### src/rtl/sdp_pkg.sv
package sdp_pkg;
    localparam int FRAME_W   = 35;
    localparam int PAYLOAD_W = 32;
    localparam int START_POS = 34;
    localparam int MODE_POS  = 33;
    localparam int CTRL_POS  = 32;
    localparam int N_TRAP    = 6;
    localparam int N_BRK     = 2;
    localparam int TRAP_W    = N_TRAP + N_BRK + 1;
    localparam int CNT_W     = $clog2(FRAME_W);

    typedef struct packed {
        logic [FRAME_W-1:0]   sr;
        logic [CNT_W-1:0]     cnt;
        logic                 valid;
        logic                 trap_ld;
        logic [PAYLOAD_W-1:0] data;
        logic                 ctrl;
        logic [TRAP_W-1:0]    trap_word;
    } shift_state_t;

    typedef struct packed {
        logic [N_TRAP-1:0] trap_en;
        logic [N_BRK-1:0]  brk;
        logic              vsync;
    } trap_state_t;
endpackage

### src/rtl/sdp_sync.sv
module sdp_sync #(
    parameter int STAGES = 2,
    parameter int W      = 2
) (
    input  logic         clk,
    input  logic         rst,
    input  logic [W-1:0] async_i,
    output logic [W-1:0] sync_o
);
    logic [STAGES-1:0][W-1:0] chain_d, chain_q;

    generate
        for (genvar s = 0; s < STAGES; s++) begin : g_stage
            if (s == 0) begin : g_first
                always_comb chain_d[s] = async_i;
            end else begin : g_next
                always_comb chain_d[s] = chain_q[s-1];
            end
        end
    endgenerate

    always_ff @(posedge clk) begin
        if (rst) chain_q <= '0;
        else     chain_q <= chain_d;
    end

    assign sync_o = chain_q[STAGES-1];
endmodule

### src/rtl/sdp_edge.sv
module sdp_edge (
    input  logic clk,
    input  logic rst,
    input  logic level_i,
    output logic rise_o
);
    logic prev_d, prev_q;

    always_comb prev_d = level_i;

    always_ff @(posedge clk) begin
        if (rst) prev_q <= 1'b0;
        else     prev_q <= prev_d;
    end

    assign rise_o = level_i & ~prev_q;
endmodule

### src/rtl/sdp_shifter.sv
module sdp_shifter
    import sdp_pkg::*;
(
    input  logic                 clk,
    input  logic                 rst,
    input  logic                 shift_i,
    input  logic                 din_i,
    input  logic                 load_i,
    input  logic [PAYLOAD_W-1:0] load_word_i,
    output logic                 dout_o,
    output logic                 valid_o,
    output logic [PAYLOAD_W-1:0] data_o,
    output logic                 ctrl_o,
    output logic                 trap_ld_o,
    output logic [TRAP_W-1:0]    trap_word_o
);
    shift_state_t st_d, st_q;
    logic [FRAME_W-1:0] shifted;

    always_comb begin
        st_d         = st_q;
        st_d.valid   = 1'b0;
        st_d.trap_ld = 1'b0;
        shifted      = {st_q.sr[FRAME_W-2:0], din_i};
        if (load_i) begin
            st_d.sr  = FRAME_W'(load_word_i);
            st_d.cnt = '0;
        end else if (shift_i) begin
            st_d.sr = shifted;
            if (st_q.cnt == CNT_W'(FRAME_W - 1)) begin
                st_d.cnt = '0;
                if (shifted[START_POS]) begin
                    if (shifted[MODE_POS]) begin
                        st_d.trap_ld   = 1'b1;
                        st_d.trap_word = shifted[TRAP_W-1:0];
                    end else begin
                        st_d.valid = 1'b1;
                        st_d.data  = shifted[PAYLOAD_W-1:0];
                        st_d.ctrl  = shifted[CTRL_POS];
                    end
                end
            end else begin
                st_d.cnt = st_q.cnt + 1'b1;
            end
        end
    end

    always_ff @(posedge clk) begin
        if (rst) st_q <= '0;
        else     st_q <= st_d;
    end

    assign dout_o      = st_q.sr[FRAME_W-1];
    assign valid_o     = st_q.valid;
    assign data_o      = st_q.data;
    assign ctrl_o      = st_q.ctrl;
    assign trap_ld_o   = st_q.trap_ld;
    assign trap_word_o = st_q.trap_word;
endmodule

### src/rtl/sdp_trapreg.sv
module sdp_trapreg
    import sdp_pkg::*;
(
    input  logic              clk,
    input  logic              rst,
    input  logic              load_i,
    input  logic [TRAP_W-1:0] word_i,
    output logic [N_TRAP-1:0] trap_en_o,
    output logic [N_BRK-1:0]  brk_o,
    output logic              vsync_o
);
    localparam int BRK_LO  = N_TRAP;
    localparam int SYNC_AT = N_TRAP + N_BRK;

    trap_state_t tr_d, tr_q;

    always_comb begin
        tr_d = tr_q;
        if (load_i) begin
            tr_d.trap_en = word_i[N_TRAP-1:0];
            tr_d.brk     = word_i[BRK_LO +: N_BRK];
            tr_d.vsync   = word_i[SYNC_AT];
        end
    end

    always_ff @(posedge clk) begin
        if (rst) tr_q <= '0;
        else     tr_q <= tr_d;
    end

    assign trap_en_o = tr_q.trap_en;
    assign brk_o     = tr_q.brk;
    assign vsync_o   = tr_q.vsync;
endmodule

### src/rtl/serial_dbg_port.sv
module serial_dbg_port
    import sdp_pkg::*;
#(
    parameter int SYNC_STAGES = 2
) (
    input  logic                 clk,
    input  logic                 rst,
    input  logic                 ser_clk_i,
    input  logic                 ser_din_i,
    output logic                 ser_dout_o,
    input  logic                 cpu_load_i,
    input  logic [PAYLOAD_W-1:0] cpu_wdata_i,
    output logic                 cpu_valid_o,
    output logic [PAYLOAD_W-1:0] cpu_data_o,
    output logic                 cpu_ctrl_o,
    output logic [N_TRAP-1:0]    trap_en_o,
    output logic [N_BRK-1:0]     brk_o,
    output logic                 vsync_o
);
    logic [1:0]        synced;
    logic              shift_en;
    logic              trap_ld;
    logic [TRAP_W-1:0] trap_word;

    sdp_sync #(.STAGES(SYNC_STAGES), .W(2)) sync_i (
        .clk(clk), .rst(rst),
        .async_i({ser_clk_i, ser_din_i}),
        .sync_o(synced)
    );

    sdp_edge edge_i (
        .clk(clk), .rst(rst),
        .level_i(synced[1]),
        .rise_o(shift_en)
    );

    sdp_shifter shift_i (
        .clk(clk), .rst(rst),
        .shift_i(shift_en),
        .din_i(synced[0]),
        .load_i(cpu_load_i),
        .load_word_i(cpu_wdata_i),
        .dout_o(ser_dout_o),
        .valid_o(cpu_valid_o),
        .data_o(cpu_data_o),
        .ctrl_o(cpu_ctrl_o),
        .trap_ld_o(trap_ld),
        .trap_word_o(trap_word)
    );

    sdp_trapreg trap_i (
        .clk(clk), .rst(rst),
        .load_i(trap_ld),
        .word_i(trap_word),
        .trap_en_o(trap_en_o),
        .brk_o(brk_o),
        .vsync_o(vsync_o)
    );
endmodule

### config.mk
export PLATFORM = sky130hd
export DESIGN_NAME = serial_dbg_port
export DESIGN_NICKNAME = d
export VERILOG_FILES = /design/src/rtl/sdp_pkg.sv /design/src/rtl/sdp_sync.sv /design/src/rtl/sdp_edge.sv /design/src/rtl/sdp_shifter.sv /design/src/rtl/sdp_trapreg.sv /design/src/rtl/serial_dbg_port.sv
export SDC_FILE = /design/constraint.sdc
export NUM_CORES = 1
export LEC_CHECK = 0
export BUFFER_PORTS_ARGS = -buffer_cell sky130_fd_sc_hd__buf_2
export CAP_MARGIN = 20
export CORE_ASPECT_RATIO = 0.9
export CORE_MARGIN = 2
export CORE_UTILIZATION = 50
export CTS_CLUSTER_SIZE = 25
export DETAILED_ROUTE_END_ITERATION = 7
export GPL_TIMING_DRIVEN = 0
export PLACE_DENSITY = 0.76
export SKIP_CTS_REPAIR_TIMING = 1
export SLEW_MARGIN = 25
export SYNTH_ARGS = -nofsm -noshare
export SYNTH_HDL_FRONTEND = slang
export SYNTH_SLANG_ARGS = --single-unit
### constraint.sdc
create_clock -name clk -period 2.1 [get_ports clk]
set_clock_uncertainty 0.2 [all_clocks]
set_input_delay 0 -clock clk [delete_from_list [all_inputs] [get_ports clk]]
set_output_delay 0 -clock clk [all_outputs]
set_load 0.005 [all_outputs]
* Yosys cells after proc, flatten, opt, wreduce, memory -nomap -nowiden
Cells that the tools add are included.
** Word-level totals
- Word-level logic and storage cells :: 37
- Input bits :: 37
- Register bits :: 99
- Output and inout bits :: 44
** Operators by class
- Add/subtract/negate cells :: 1
- Reductions and logical operators :: 5
- Bitwise gates (word level) :: 7
- Equality and inequality tests :: 1
- Multiplexer cells :: 9
** Operator list (number)
- 44-bit two-way mux :: 2
- 82-bit two-way mux :: 1
- 38-bit two-way mux :: 1
- 33-bit two-way mux :: 1
- 5-bit AND reduction :: 2
- 9-bit two-way mux :: 1
- 6-bit by 1-bit adder with 6-bit output, second input constant :: 1
- 6-bit equality test, second input constant :: 1
- 6-bit two-way mux :: 1
- 1-bit inverter :: 6
- 5-bit OR reduction :: 1
- 1-bit two-way mux :: 2
- 2-bit nonzero test :: 1
- 2-bit OR reduction :: 1
- 1-bit AND :: 1

* Logic depth before layout (Yosys ltp)
- Depth in word-level cells :: 5
- Gate-level depth with buffers :: 7
- Gate-level depth less buffers :: 5

* Modules after synthesis
Synthesis repeated with hierarchy kept, for this count alone.
** Unflattened totals
- Cell total of the unflattened synthesis :: 448
- Area, all modules :: 4595.7 um2
** By module, submodules not included
- sdp_shifter :: cells an instance 408, seq. area each 1701.6 um2, instances 1, area an instance 4124.0 um2
- sdp_trapreg :: cells an instance 29, seq. area each 180.2 um2, instances 1, area an instance 319.1 um2
- sdp_sync :: cells an instance 8, seq. area each 80.1 um2, instances 1, area an instance 105.1 um2
- sdp_edge :: cells an instance 3, seq. area each 20.0 um2, instances 1, area an instance 47.5 um2

* Worst setup path before layout
No wires, ideal clock.
- Path type :: reg2reg
- Start :: register shift_i.st_q[44] (netlist name)
- End :: register shift_i.st_q (netlist bit shift_i.trap_word_o[0])
- Period minus slack after synthesis :: 2.098 ns
- Arrival time :: 1.779 ns
- Buffers on the path :: 1
- Path slack :: 0.002 ns
- Data required time :: 1.781 ns
- Setup time :: 0.119 ns
- Cell stages (with the launch flop) :: 7
- Path through :: dfxtp_1 > inv_1 > ha_1 > or4b_4 > or4_4 > buf_6 > mux2i_1
** Between the ends
- Cells in the longest elaborated chain, start to end :: 2
** RTL lines
- start, declared :: RTL line sdp_shifter.sv:17 : shift_state_t st_d, st_q;
- start signal, assigned :: RTL line sdp_shifter.sv:50 : else st_q <= st_d;
- 6-bit equality test :: RTL line sdp_shifter.sv:30 : if (st_q.cnt == CNT_W'(FRAME_W - 1)) begin
- 5-bit AND reduction (no source line)
No other way between the ends.
A chain may end at the register's enable or synchronous reset.

* Worst setup path in the final report
- Start :: register shift_i.st_q[44] (netlist name)
- End :: register shift_i.st_q (netlist bit shift_i.data_o[16])
Same word-level chain as after synthesis.

==> results by group <==
Timing
  – Max Slew Vio Count: 0
  – Final period util: 1.07
  – Min cycle time layout: 2.26 ns
  – Worst-Margin Slew: 0.808 ns
  – Unrepaired setup endpoints after global routing: yes
  – Hold slack: -0.00617 ns
  – Achievable Freq: 443 MHz
  – Max-Slew Margin vs Limit: 0.461
  – Final Hold Viols: 4
  – Endpoints failing setup: 36
  – Worst setup margin: -0.157 ns

Global route
  – Gr ovfl total: 0
  – First-pass GRT wire length: 16.4 mm
  – Largest net degree at the start of global routing: 19
  – Vias in the first global route: 3499
  – Total track usage: 0.218
  – Initial antenna violation count: 0

Cells and area
  – Final net count: 657
  – Area Growth Syn to Fin: 29.6%
  – Post-layout util: 0.665
  – Fin area: 5670 um^2
  – Share of layout cells above drive strength 1: 0.238
  – Ant diodes: 0

Logic synthesis
  – #FFs+latches synth: 99
  – Average size of a mapped cell: 9.04 um^2
  – Mapped Area: 4370 um^2
  – Syn Nets: 523
  – Synth Instances: 484
  – Synth Area in Simple Gates: 0.241
  – Commonest cells in the synthesized netlist: 99 x dfxtp_1, 77 x nand2b_1, 73 x nand2_1
  – Post-synth top area cell: dfxtp_1
  – Top_reg_cell synth: dfxtp_1
  – Mux contribution to synthesized area: 0.117
  – Yosys cell types: 29
  – Total of warnings raised by yosys: 0
  – Largest family of logic cells by synthesized area: simple AND/OR/NAND/NOR gates
  – Synth async-reset ratio: 0
  – Synth Area in Compound Gates: 0.0873
  – Post-synth top area share: 0.453
  – Area share of fa/ha/maj cells after synthesis: 0.00572
  – Sequential fraction of the synthesis area: 0.453
  – Synth top area cells: dfxtp_1 45%, mux2i_1 12%, nand2b_1 11%
  – Synth Area in XOR/XNOR: 0
  – Top-count cell post-synth: dfxtp_1
  – Post-synth EDFFs: 0

Clocking
  – CTS tree: yes
  – Clk slew on worst S/H paths: 0.10 ns
  – H-tree Lvls: 3
  – Root buf cell: clkbuf_8
  – CTS max path bufs: 2
  – CTS buffer count: 9
  – Clock Latency Late Sink: 0.37 ns
  – Clock tree sinks: 99

Critical path
  – Crit path capture type: register
  – Worst reg2reg path depth: 7
  – End of the worst register-to-register path: shift_i.data_o[16]
  – Worst path required time: 2.20 ns
  – Worst EP arrival: 2.36 ns
  – WS Path Type: reg -> reg
  – Worst reg2reg startpoint: shift_i.st_q[44]
  – Max FO, Critical Path: 7
  – Startpoint Class: register
  – R2R setup slack: -0.16 ns

Power and ir drop
  – Worst ir drop on vdd: 357 uV
  – Total power draw: 3.48 mW
  – Lkg Pwr: 2.29 nW
  – Pwr dens: 613 nW/um^2

Hold path
  – Hold path start: rst
  – Hold EP: shift_i.trap_word_o[0]
  – Hold Path Stages: 3
  – Worst Hold Class: in -> reg

Routing
  – Via count: 3790
  – Post-Route WL: 11.0 mm
  – DRC violations left: 0
  – Drt via density: 5.11
  – DR WL/cell: 14.8 um
  – Final ANT Viol Nets: 0
  – Initial DRT Pass Iterations: 8
  – Iteration-0 DRC Markers: 218

Outcome
  – Status: finished, violations left
  – Failing checks: hold timing, setup timing

Placement
  – Port Buffers: 79
  – Dpl hpwl: 7.02 mm
  – RD Place Congestion: 0.855
  – Dpl cell area: 4920 um^2

Die
  – CORE AREA: 8530 um^2
  – Die height: 92.7 um
  – Std-Cell Rows: 32
  – Top Ports: 81
  – Initial core utilization: 0.513
  – Die X: 103 um
  – DIE AREA: 9510 um^2

Run
  – Max Cap Viol: 0
-- final cells by class --
type	count	area [um^2]
clock inverters	6	58.8
clock buffers	10	138
fillers	702	2860
repair buffers	124	890
multi-input cells	314	2000
well taps	119	149
flip-flops and latches	99	1990
plain buffers	66	428
inverters	4	17.5
-- per-layer routing --
metal / global-route usage / wire length (um) / vias to the layer above
met2: 0.342 / 5240 / 142
met1: 0.284 / 4850 / 1770
li1: - / - / 1857
met3: 0.0506 / 651 / 21
met5: 0 / 0 / -
met4: 0.0978 / 220 / 0
-- cell families (layout without fill, tap and decap cells) --
group	count (synthesis)	after routing
AND/OR/NAND/NOR	213	213
flip-flops	99	99
buffers and inverters	71	210
multiplexers	51	51
AO/OA/AOI/OAI	48	48
adder cells (fa/ha/maj)	2	2
-- report_power, final --
group          internal, mW  switching (mW)
registers              1.93          0.0413
clock network         0.486           0.715
logic                 0.153           0.155
-- worst max-delay path, stage by stage (launching register included) --
cell and delay [ns]:
dfxtp_4 0.37, inv_4 0.06, ha_4 0.13, or4b_4 0.51
nor4b_4 0.32, buf_6 0.23, clkbuf_16 0.18, mux2i_1 0.19
-- registers in the layout, summed over array words and instances (netlist names) --
signal,flops
trap_i.brk_o,2
shift_i.data_o,32
edge_i.prev_q,1
shift_i.trap_ld_o,1
shift_i.valid_o,1
shift_i.dout_o,1
trap_i.vsync_o,1
shift_i.st_q,6
trap_i.trap_en_o,6
shift_i.trap_word_o,9
sync_i.sync_o,2
shift_i.shifted,34
shift_i.ctrl_o,1
sync_i.chain_d,2
-- layout by cell type (no fill, tap or decap), drive strengths merged, types with 3 or more instances in the layout --
master,synthesis,routed
nand2b,77,77
dlygate4sd3,0,40
nor2,43,43
inv,4,6
nand2,73,73
clkbuf,28,41
dfxtp,99,99
buf,39,119
nand3,3,3
clkinv,0,3
a311oi,33,33
nor2b,7,7
mux2i,51,51
a21oi,8,8
-- how the worst max path moves through the flow --
stage                     startpoint                endpoint  slack [ns]
detailed placement  shift_i.st_q[45]       shift_i.data_o[8]       -0.31
CTS                 shift_i.st_q[45]      shift_i.data_o[13]       -0.34
floorplan           shift_i.st_q[44]  shift_i.trap_word_o[0]       0.002
finish              shift_i.st_q[44]      shift_i.data_o[16]       -0.16
global placement    shift_i.st_q[45]      shift_i.data_o[16]       -0.23
global route        shift_i.st_q[44]      shift_i.data_o[16]       -0.20
-- per-stage QoR --
step / setup WS [ns] / hold WS, ns / setup TNS [ns] / instances
after floorplan: 0.00208 / -0.0718 / 0 / 484
after global placement: -0.230 / 0.0120 / -7.55 / 682
after detailed placement: -0.315 / 0.0171 / -10.35 / 682
after CTS: -0.336 / -0.379 / -11.32 / 698
after global routing: -0.196 / 0.0270 / -6.07 / 742
final: -0.157 / -0.00617 / -3.75 / 742
Note: power is estimated with default switching activity, not from simulation.
